File: config.mk
export PLATFORM = sky130hd
export DESIGN_NAME = lagchk_ring
export DESIGN_NICKNAME = d
export VERILOG_FILES = /design/src/rtl/lagchk_pkg.sv /design/src/rtl/lagchk_ring.sv
export SDC_FILE = /design/constraint.sdc
export NUM_CORES = 1
export LEC_CHECK = 0
export ABC_AREA = 1
export CORE_ASPECT_RATIO = 0.75
export CORE_UTILIZATION = 45
export CTS_CLUSTER_DIAMETER = 30
export DETAILED_ROUTE_END_ITERATION = 10
export PLACE_DENSITY = 0.62
export SYNTH_ARGS = -nofsm -noshare
export SYNTH_HDL_FRONTEND = slang
export SYNTH_SLANG_ARGS = --single-unit
File: constraint.sdc
create_clock -name clk -period 17.06 [get_ports clk]
set_clock_uncertainty 0.2 [all_clocks]
set_input_delay 1.706 -clock clk [delete_from_list [all_inputs] [get_ports clk]]
set_output_delay 1.706 -clock clk [all_outputs]
set_load 0.01 [all_outputs]
File: src/rtl/lagchk_pkg.sv
package lagchk_pkg;
  localparam int PC_W  = 32;
  localparam int DAT_W = 32;
  localparam int IDX_W = 5;

  typedef struct packed {
    logic [PC_W-1:0]  pc;
    logic [PC_W-1:0]  npc;
    logic [IDX_W-1:0] rd;
    logic             rv;
    logic [DAT_W-1:0] res;
  } lag_entry_t;
endpackage

File: src/rtl/lagchk_ring.sv
module lagchk_ring
  import lagchk_pkg::*;
#(
  parameter int DEPTH = 8,
  localparam int PTRW = (DEPTH > 1) ? $clog2(DEPTH) : 1,
  localparam int CNTW = $clog2(DEPTH + 1)
) (
  input  logic            clk,
  input  logic            rst_n,
  input  logic            wr_en,
  input  lag_entry_t      wr_data,
  input  logic            rd_en,
  input  logic            flush,
  output lag_entry_t      rd_data,
  output logic [CNTW-1:0] count
);
  localparam logic [PTRW-1:0] LAST_P = PTRW'(DEPTH - 1);
  localparam logic [CNTW-1:0] FULL_C = CNTW'(DEPTH);

  lag_entry_t      mem [DEPTH];
  logic [PTRW-1:0] wp, rp;
  logic [CNTW-1:0] cnt_nxt;

  function automatic logic [PTRW-1:0] bump(input logic [PTRW-1:0] p);
    return (p == LAST_P) ? '0 : p + 1'b1;
  endfunction

  always_comb begin
    cnt_nxt = count;
    case ({wr_en, rd_en})
      2'b10:   cnt_nxt = count + 1'b1;
      2'b01:   cnt_nxt = count - 1'b1;
      default: cnt_nxt = count;
    endcase
  end

  always_ff @(posedge clk) begin
    if (!rst_n || flush) begin
      wp    <= '0;
      rp    <= '0;
      count <= '0;
    end else begin
      if (wr_en) wp <= bump(wp);
      if (rd_en) rp <= bump(rp);
      count <= cnt_nxt;
    end
  end

  always_ff @(posedge clk) begin
    if (wr_en && !flush) mem[wp] <= wr_data;
  end

  assign rd_data = mem[rp];

  p_no_overflow_r3: assert property (@(posedge clk) disable iff (!rst_n)
    wr_en |-> (count < FULL_C));
  p_no_underflow_r6: assert property (@(posedge clk) disable iff (!rst_n)
    rd_en |-> (count != '0));
endmodule

==> results of run 1 <==
## through the flow
step	setup slack (ns)	instance area, sq um	total power (uW)
finish	10.65	39700	5130
global route	10.29	39700	5300
CTS	10.60	39700	5180
detailed placement	11.39	35200	2520
global placement	11.47	35200	2510
floorplan	10.07	32300	2410
## kinds of logic (layout without fill, tap and decap cells)
logic type / after synthesis / after routing
adder cells (fa/ha/maj): 7 / 7
buffers and inverters: 161 / 497
AO/OA/AOI/OAI: 522 / 522
multiplexers: 102 / 102
other: 0 / 4
XOR/XNOR: 3 / 3
AND/OR/NAND/NOR: 756 / 756
flip-flops: 829 / 829
## final timing paths
kind | endpoint | slack (ns)
min reg2reg | flip-flop | 0.28
max | rd_data[28] | 10.65
max reg2reg | mem[5][7] | 13.48
min | flip-flop | 0.28
## metal layers
metal | routed length (um) | part of all wire (%)
met5 | 93 | 0.13
met4 | 1330 | 1.8
met3 | 4320 | 5.8
met2 | 36000 | 48
met1 | 32600 | 44
## critical path: cells and delay by family (launching register included)
kind / cells / cell delay (ns)
simple gates: 2 / 0.27
compound gates: 2 / 0.45
buf+inv: 3 / 2.12
flops: 1 / 0.86
## area by class of cell
class,count,area share [%]
flip-flops and latches,829,62.5
multi-input cells,1390,17.1
clock buffers,150,8.66
repair buffers,241,5.99
well taps,946,2.98
clock inverters,90,2.59
inverters,16,0.177
diodes,4,0.0252
## layout by cell type, fill, tap and decap left out, types with 17 or more instances in the layout
| cell type | n |
|---|---|
| nor2_1 | 416 |
| edfxtp_1 | 816 |
| clkbuf_16 | 135 |
| o21ai_0 | 326 |
| bufinv_16 | 17 |
| mux2i_1 | 102 |
| clkdlybuf4s50_1 | 212 |
| buf_4 | 26 |
| o22ai_1 | 102 |
| o21ai_1 | 84 |
| nand2_1 | 327 |
| clkinv_1 | 18 |
## state kept, by name, indices dropped and copies added (netlist names), named ones only
| signal | count |
|---|---|
| mem | 816 |
| rp | 3 |
| count | 4 |
| wp | 3 |
## power by group through the flow
stage / Combinational [uW] / Clock [uW] / Sequential, uW
3_5_place_dp: 210 / 0 / 2310
6_report: 209 / 2650 / 2270
3_3_place_gp: 206 / 0 / 2310
2_1_floorplan: 99.5 / 0 / 2310
5_1_grt: 229 / 2800 / 2270
4_1_cts: 212 / 2700 / 2270
==> key figures, run 1 <==
Status
  – Outcome: complete, no violations

Routing
  – Via-per-instance ratio: 5.33
  – # DRC: 0
  – Detail Route Antenna Nets: 0
  – Vias post-DR: between 15000 and 20000
  – DRT iter0 DRCs: 1746
  – First drt pass iteration count: 5
  – Avg WL per Cell: ~20 um
  – Final wirelength: 74300 um

Setup path
  – Crit-path max FO: 90
  – Slowest Stage Delay on Critical Path: between 0.8 and 0.9 ns
  – Worst reg2reg path depth: 6
  – CP required: 15.15 ns
  – Critical-path cell list: buf_4 -> buf_4 -> o21ai_0 -> o22ai_1 -> nand2_1 -> nand2_1 -> clkdlybuf4s50_1
  – Crit path DAT: between 4 and 5 ns
  – Crit path capture type: primary output
  – CP Launch Type: flip-flop
  – Worst R2R Start: wp[0]
  – Slowest cell on crit path: dfxtp_4
  – Critical path class: flip-flop to primary output

Global routing
  – First-pass GRT wire length: 113000 um
  – Met1 usage: a little over a quarter
  – Largest net degree at the start of global routing: 225
  – Vias in the first global route: ~19000
  – Met3 Usage GRT: 4.85%
  – Global routing's busiest layer: met2
  – M2 GR Usage: 33.1%
  – Initial antenna violation count: 8
  – Global Route Usage Sum: 20.4%
  – Remaining Overflow, GRT: 0

CTS
  – Clock root cell: clkbuf_16
  – Clk sinks: between 800 and 900
  – H-tree lvl count: 4
  – Worst-path clk slew: ~0.040 ns
  – Number of buffers created by CTS: ~130
  – Post-CTS Setup Repair Bufs: 0
  – Worst skew pair latency: about 0.7 ns
  – Max Buffers Root-to-Sink: 3
  – Gates resized, CTS repair: 0
  – Hold-fix buffers, CTS: 0
  – CTS tree: yes

Timing
  – Hold slack final: approximately 0.28 ns
  – Final min period: 6.41 ns
  – Fmax: 0.156 GHz
  – Final cycle utilization of the critical path: 37.6%
  – # setup viols final: 0
  – Unrepaired setup endpoints after global routing: no
  – Setup TNS: 0 ns
  – Slew @ Worst Pin: 1.27 ns
  – Max Slew Vio Count: 0
  – Relative slew slack: 15.4%
  – Final Hold Fails: 0

Power
  – Sequential share of power: 44.2%
  – Switching Share: 20.9%
  – Clk pwr share: between 50% and 60%
  – Power Density: 129 nW/um^2
  – Maximum VDD drop: 74.2 uV
  – Internal power: 4060 uW
  – Comb pwr share: just over 4%
  – NetSw: 1070 uW
  – Total leakage power: 0.0134 uW

Logic synthesis
  – Yosys reg bits: 829
  – Compound-cell area share of the yosys netlist: roughly 8.5%
  – Number of synthesized flops with an enable pin: 816
  – Asr flop ratio synth: 0%
  – Top cells by count, synth: edfxtp_1, nor2_1, nand2_1
  – Post-synthesis simple-gate area fraction: 8.82%
  – Leading area contributor after synthesis: edfxtp_1
  – Post-synthesis mux area share: 3.16%
  – Sequential share of the synthesized area: 76.8%
  – Ys flop type: edfxtp_1
  – Cell with the most instances after synthesis: edfxtp_1
  – Largest family of logic cells by synthesized area: simple AND/OR/NAND/NOR gates
  – Post-synthesis net count: 2494
  – Yosys warning total: 0
  – Area fraction of the dominant cell type after synthesis: 76.0%
  – Post-Syn Area: 32300 sq um
  – Post-Synth XOR/XNOR Area: 0.0814%
  – Mapped Cells: roughly 2400
  – Distinct cells, synth: 23
  – Adder-cell share of the synthesized area: 0.271%
  – Ranking of synthesized cells by area: edfxtp_1, o21ai_0, nor2_1
  – Mean Syn Cell Area: 13.6 sq um

Layout
  – Filler cells: 5510
  – Layout Cells excl Fill: ~3700
  – FF+latch area: 24800 sq um
  – Area Overhead vs Synth: 22.9%
  – Nets@finish: 2723
  – Post-layout util: roughly 56%
  – Multi-input logic area: 6780 sq um
  – Layout cell share with drive strength beyond 1: 9.17%

Placed design
  – IO buf count: 212
  – Post-Place Cells: 3422
  – Dpl hpwl: around 37000 um
  – Final GP Congestion: 0.721

Die
  – Die width: 311 um
  – # rows: 84
  – IO Pins: 213
  – Initial Utilization: a little under half
  – Die ar.: 72800 sq um
  – Core ar.: 70500 sq um
  – Die height: 234 um

Hold path
  – HP Class: flip-flop to flip-flop
  – Worst hold path startpoint: rp[2]
  – Cells on Worst Hold Path: 2

Run
  – Max Cap Viol: 0
No activity file was read; power rests on OpenSTA's default activity.
==> run 2, diff against run 1 <==
- clock period: 17.06 -> 6.7 ns (I/O delays scaled with it)
==> run 2 against run 1 <==
Compared with the run above:
- global-route usage rose by 0.23 points
- clock power grew to 2.7 times the previous value
- register-to-register slack worse by 9.7 ns
- non-clock buffer count fell by 6
- die area unchanged
- routed wire length grew 0.29%
- sequential power increased to 2.6 times the previous value
- final cell count is 0.30% higher
- via count rose by 0.52%
- worst setup slack got worse by 8.6 ns
- design area increased by 0.98%
- total power rose to 2.6 times the previous value
- critical endpoint is now rd_data[40]
==> key figures, run 2 (synthesis gave the netlist of run 1 again) <==
Die
  – # rows: 84 (unchanged)
  – Core ar.: 70500 sq um (unchanged)
  – Initial Utilization: 45.7% (unchanged)
  – Die width: 311 um (unchanged)
  – IO Pins: 213 (unchanged)
  – Die ar.: 72800 sq um (unchanged)
  – Die height: 234 um (unchanged)

Power
  – Maximum VDD drop: 264 uV (+260%)
  – Total leakage power: 0.0135 uW (+1.1%)
  – Pwr Total: 13500 uW (+160%)
  – Power Density: 337 nW/um^2 (+160%)

Setup path
  – CP required: 5.83 ns (-9.32 ns)
  – Critical-path cell list: buf_12 -> nor2_1 -> nor2_1 -> o21ai_0 -> o21ai_1 -> nand2_1 -> nand2_1 -> clkdlybuf4s50_1
  – Crit path DAT: 3.81 ns (-0.70 ns)
  – Critical path class: flip-flop to primary output
  – Crit-path max FO: 192 (+110%)
  – Slowest cell on crit path: dfxtp_4
  – WP buf/inv: 2 (-1)
  – CP Launch Type: flip-flop
  – Cell family with the largest share of critical-path delay: buffers and inverters
  – Crit path capture type: primary output
  – Slowest Stage Delay on Critical Path: 0.94 ns (+0.08 ns)

Layout
  – Max reg flops: 816 (unchanged)
  – Most frequent cells in the layout: edfxtp_1, nor2_1, nand2_1
  – Area Overhead vs Synth: 24.1%
  – Most flops, register: mem
  – Layout cell share with drive strength beyond 1: 9.64% (+0.47 points)
  – Commonest non-fill, non-tap cell in the layout: edfxtp_1
  – Layout Cells excl Fill: 3677 (+0.30%)
  – Post-layout util: 56.8% (+0.55 points)
  – Nets@finish: 2728 (+0.18%)
  – Filler cells: 5521 (+0.20%)
  – Top flop regs: mem: 816 flops, count: 4 flops

Global routing
  – Initial antenna violation count: 8 (unchanged)
  – Vias in the first global route: 19700 (+2.7%)
  – First-pass GRT wire length: 114000 um (+1.2%)
  – Largest net degree at the start of global routing: 193 (-14%)
  – Global Route Usage Sum: 20.6% (+0.23 points)
  – Remaining Overflow, GRT: 0 (unchanged)

Timing
  – Slew @ Worst Pin: 1.13 ns (-0.142 ns)
  – Worst Setup Slack, final: 2.02 ns (-8.63 ns)
  – Setup TNS: 0 ns (unchanged)
  – Relative slew slack: 24.9% (+9.5 points)
  – # setup viols final: 0 (unchanged)
  – Final cycle utilization of the critical path: 69.9%
  – Final Hold Fails: 0 (unchanged)
  – Max Slew Vio Count: 0 (unchanged)
  – Fmax: 0.214 GHz
  – Final min period: 4.68 ns
  – Unrepaired setup endpoints after global routing: no

CTS
  – Post-CTS Setup Repair Bufs: 0 (unchanged)
  – Max Buffers Root-to-Sink: 3 (unchanged)
  – Hold-fix buffers, CTS: 0 (unchanged)
  – Clk sinks: 829 (unchanged)
  – CTS tree: yes
  – Gates resized, CTS repair: 0 (unchanged)
  – Number of buffers created by CTS: 142 (+8.4%)
  – Worst skew pair latency: 0.69 ns (about the same)
  – Worst-path clk slew: 0.05 ns (about the same)
  – Clock root cell: clkbuf_16
  – H-tree lvl count: 4 (unchanged)

Routing
  – Via-per-instance ratio: 5.34 (+0.22%)
  – # DRC: 0 (unchanged)
  – Avg WL per Cell: 20.3 um (about the same)
  – DRT iter0 DRCs: 1707 (-2.2%)
  – Final wirelength: 74500 um (+0.29%)
  – First drt pass iteration count: 5 (unchanged)
  – Vias post-DR: 19600 (+0.52%)
  – Detail Route Antenna Nets: 0 (unchanged)

Placed design
  – IO buf count: 212 (unchanged)
  – Dpl hpwl: 35400 um (-3.1%)
  – Pre-CTS setup slack: 2.75 ns (-8.64 ns)
  – Post-Place Cells: 3416 (-0.18%)
  – Final GP Congestion: 0.746 (+3.5%)

Hold path
  – HP Class: flip-flop to flip-flop

Status
  – Outcome: complete, no violations

Run
  – Max Cap Viol: 0 (unchanged)
==> run 2: cell types whose count changed in the layout (fill, tap and decap cells not counted) <==
cell,before,now
bufinv_16,17,19
clkbuf_1,15,12
inv_16,1,0
diode_2,4,3
inv_8,1,2
clkinv_2,16,15
buf_12,3,9
clkinv_8,4,0
clkbuf_16,135,147
clkinv_4,8,13
clkinvlp_4,11,17
buf_4,26,14
clkinv_1,18,19
==> run 2: worst paths after layout <==
check             startpoint  slack (ns)           to  cells after the start
setup / recovery   flip-flop        2.02  rd_data[40]                      8
hold / removal         rp[2]        0.31    flip-flop                      2
setup reg to reg       wp[0]        3.82   mem[7][75]                      5
hold reg to reg        rp[2]        0.31    flip-flop                      2
==> run 2: power by group <==
| group | internal (uW) | leakage (uW) | switching [uW] |
|---|---|---|---|
| Combinational | 217 | 0.00372 | 312 |
| Clock | 4740 | 0.00231 | 2450 |
| Sequential | 5770 | 0.00748 | 22.5 |
==> run 2: worst min-delay path, cell delays in order (launching register included) <==
cell and delay [ns]:
dfxtp_1 0.31, nand2_1 0.06, a21oi_1 0.08
==> run 2: metal layers <==
layer	share of wire [%]	GRT usage, %	vias to the layer above
met5	0.10	0	-
met4	2.1	7.87	12
met3	6.0	4.86	126
met2	49	34.2	506
met1	43	26.5	9803
li1	-	-	9195
==> run 2: per-stage QoR <==
stage	hold WS, ns	cell area [sq um]
after CTS	0.309	40000
after global placement	0.256	35200
after floorplan	0.257	32300
final	0.309	40100
after global routing	0.347	40000
after detailed placement	0.288	35200
==> run 2: final cells by class <==
type	count	area, sq um	share of cell area, %
Antenna cell	3	7.51	0.0187
Clock buffer	159	3720	9.30
Inverter	16	70.1	0.175
Tap cell	946	1180	2.96
Sequential cell	829	24800	61.9
Clock inverter	99	1100	2.75
Timing Repair Buffer	235	2410	6.01
Multi-Input combinational cell	1390	6780	16.9
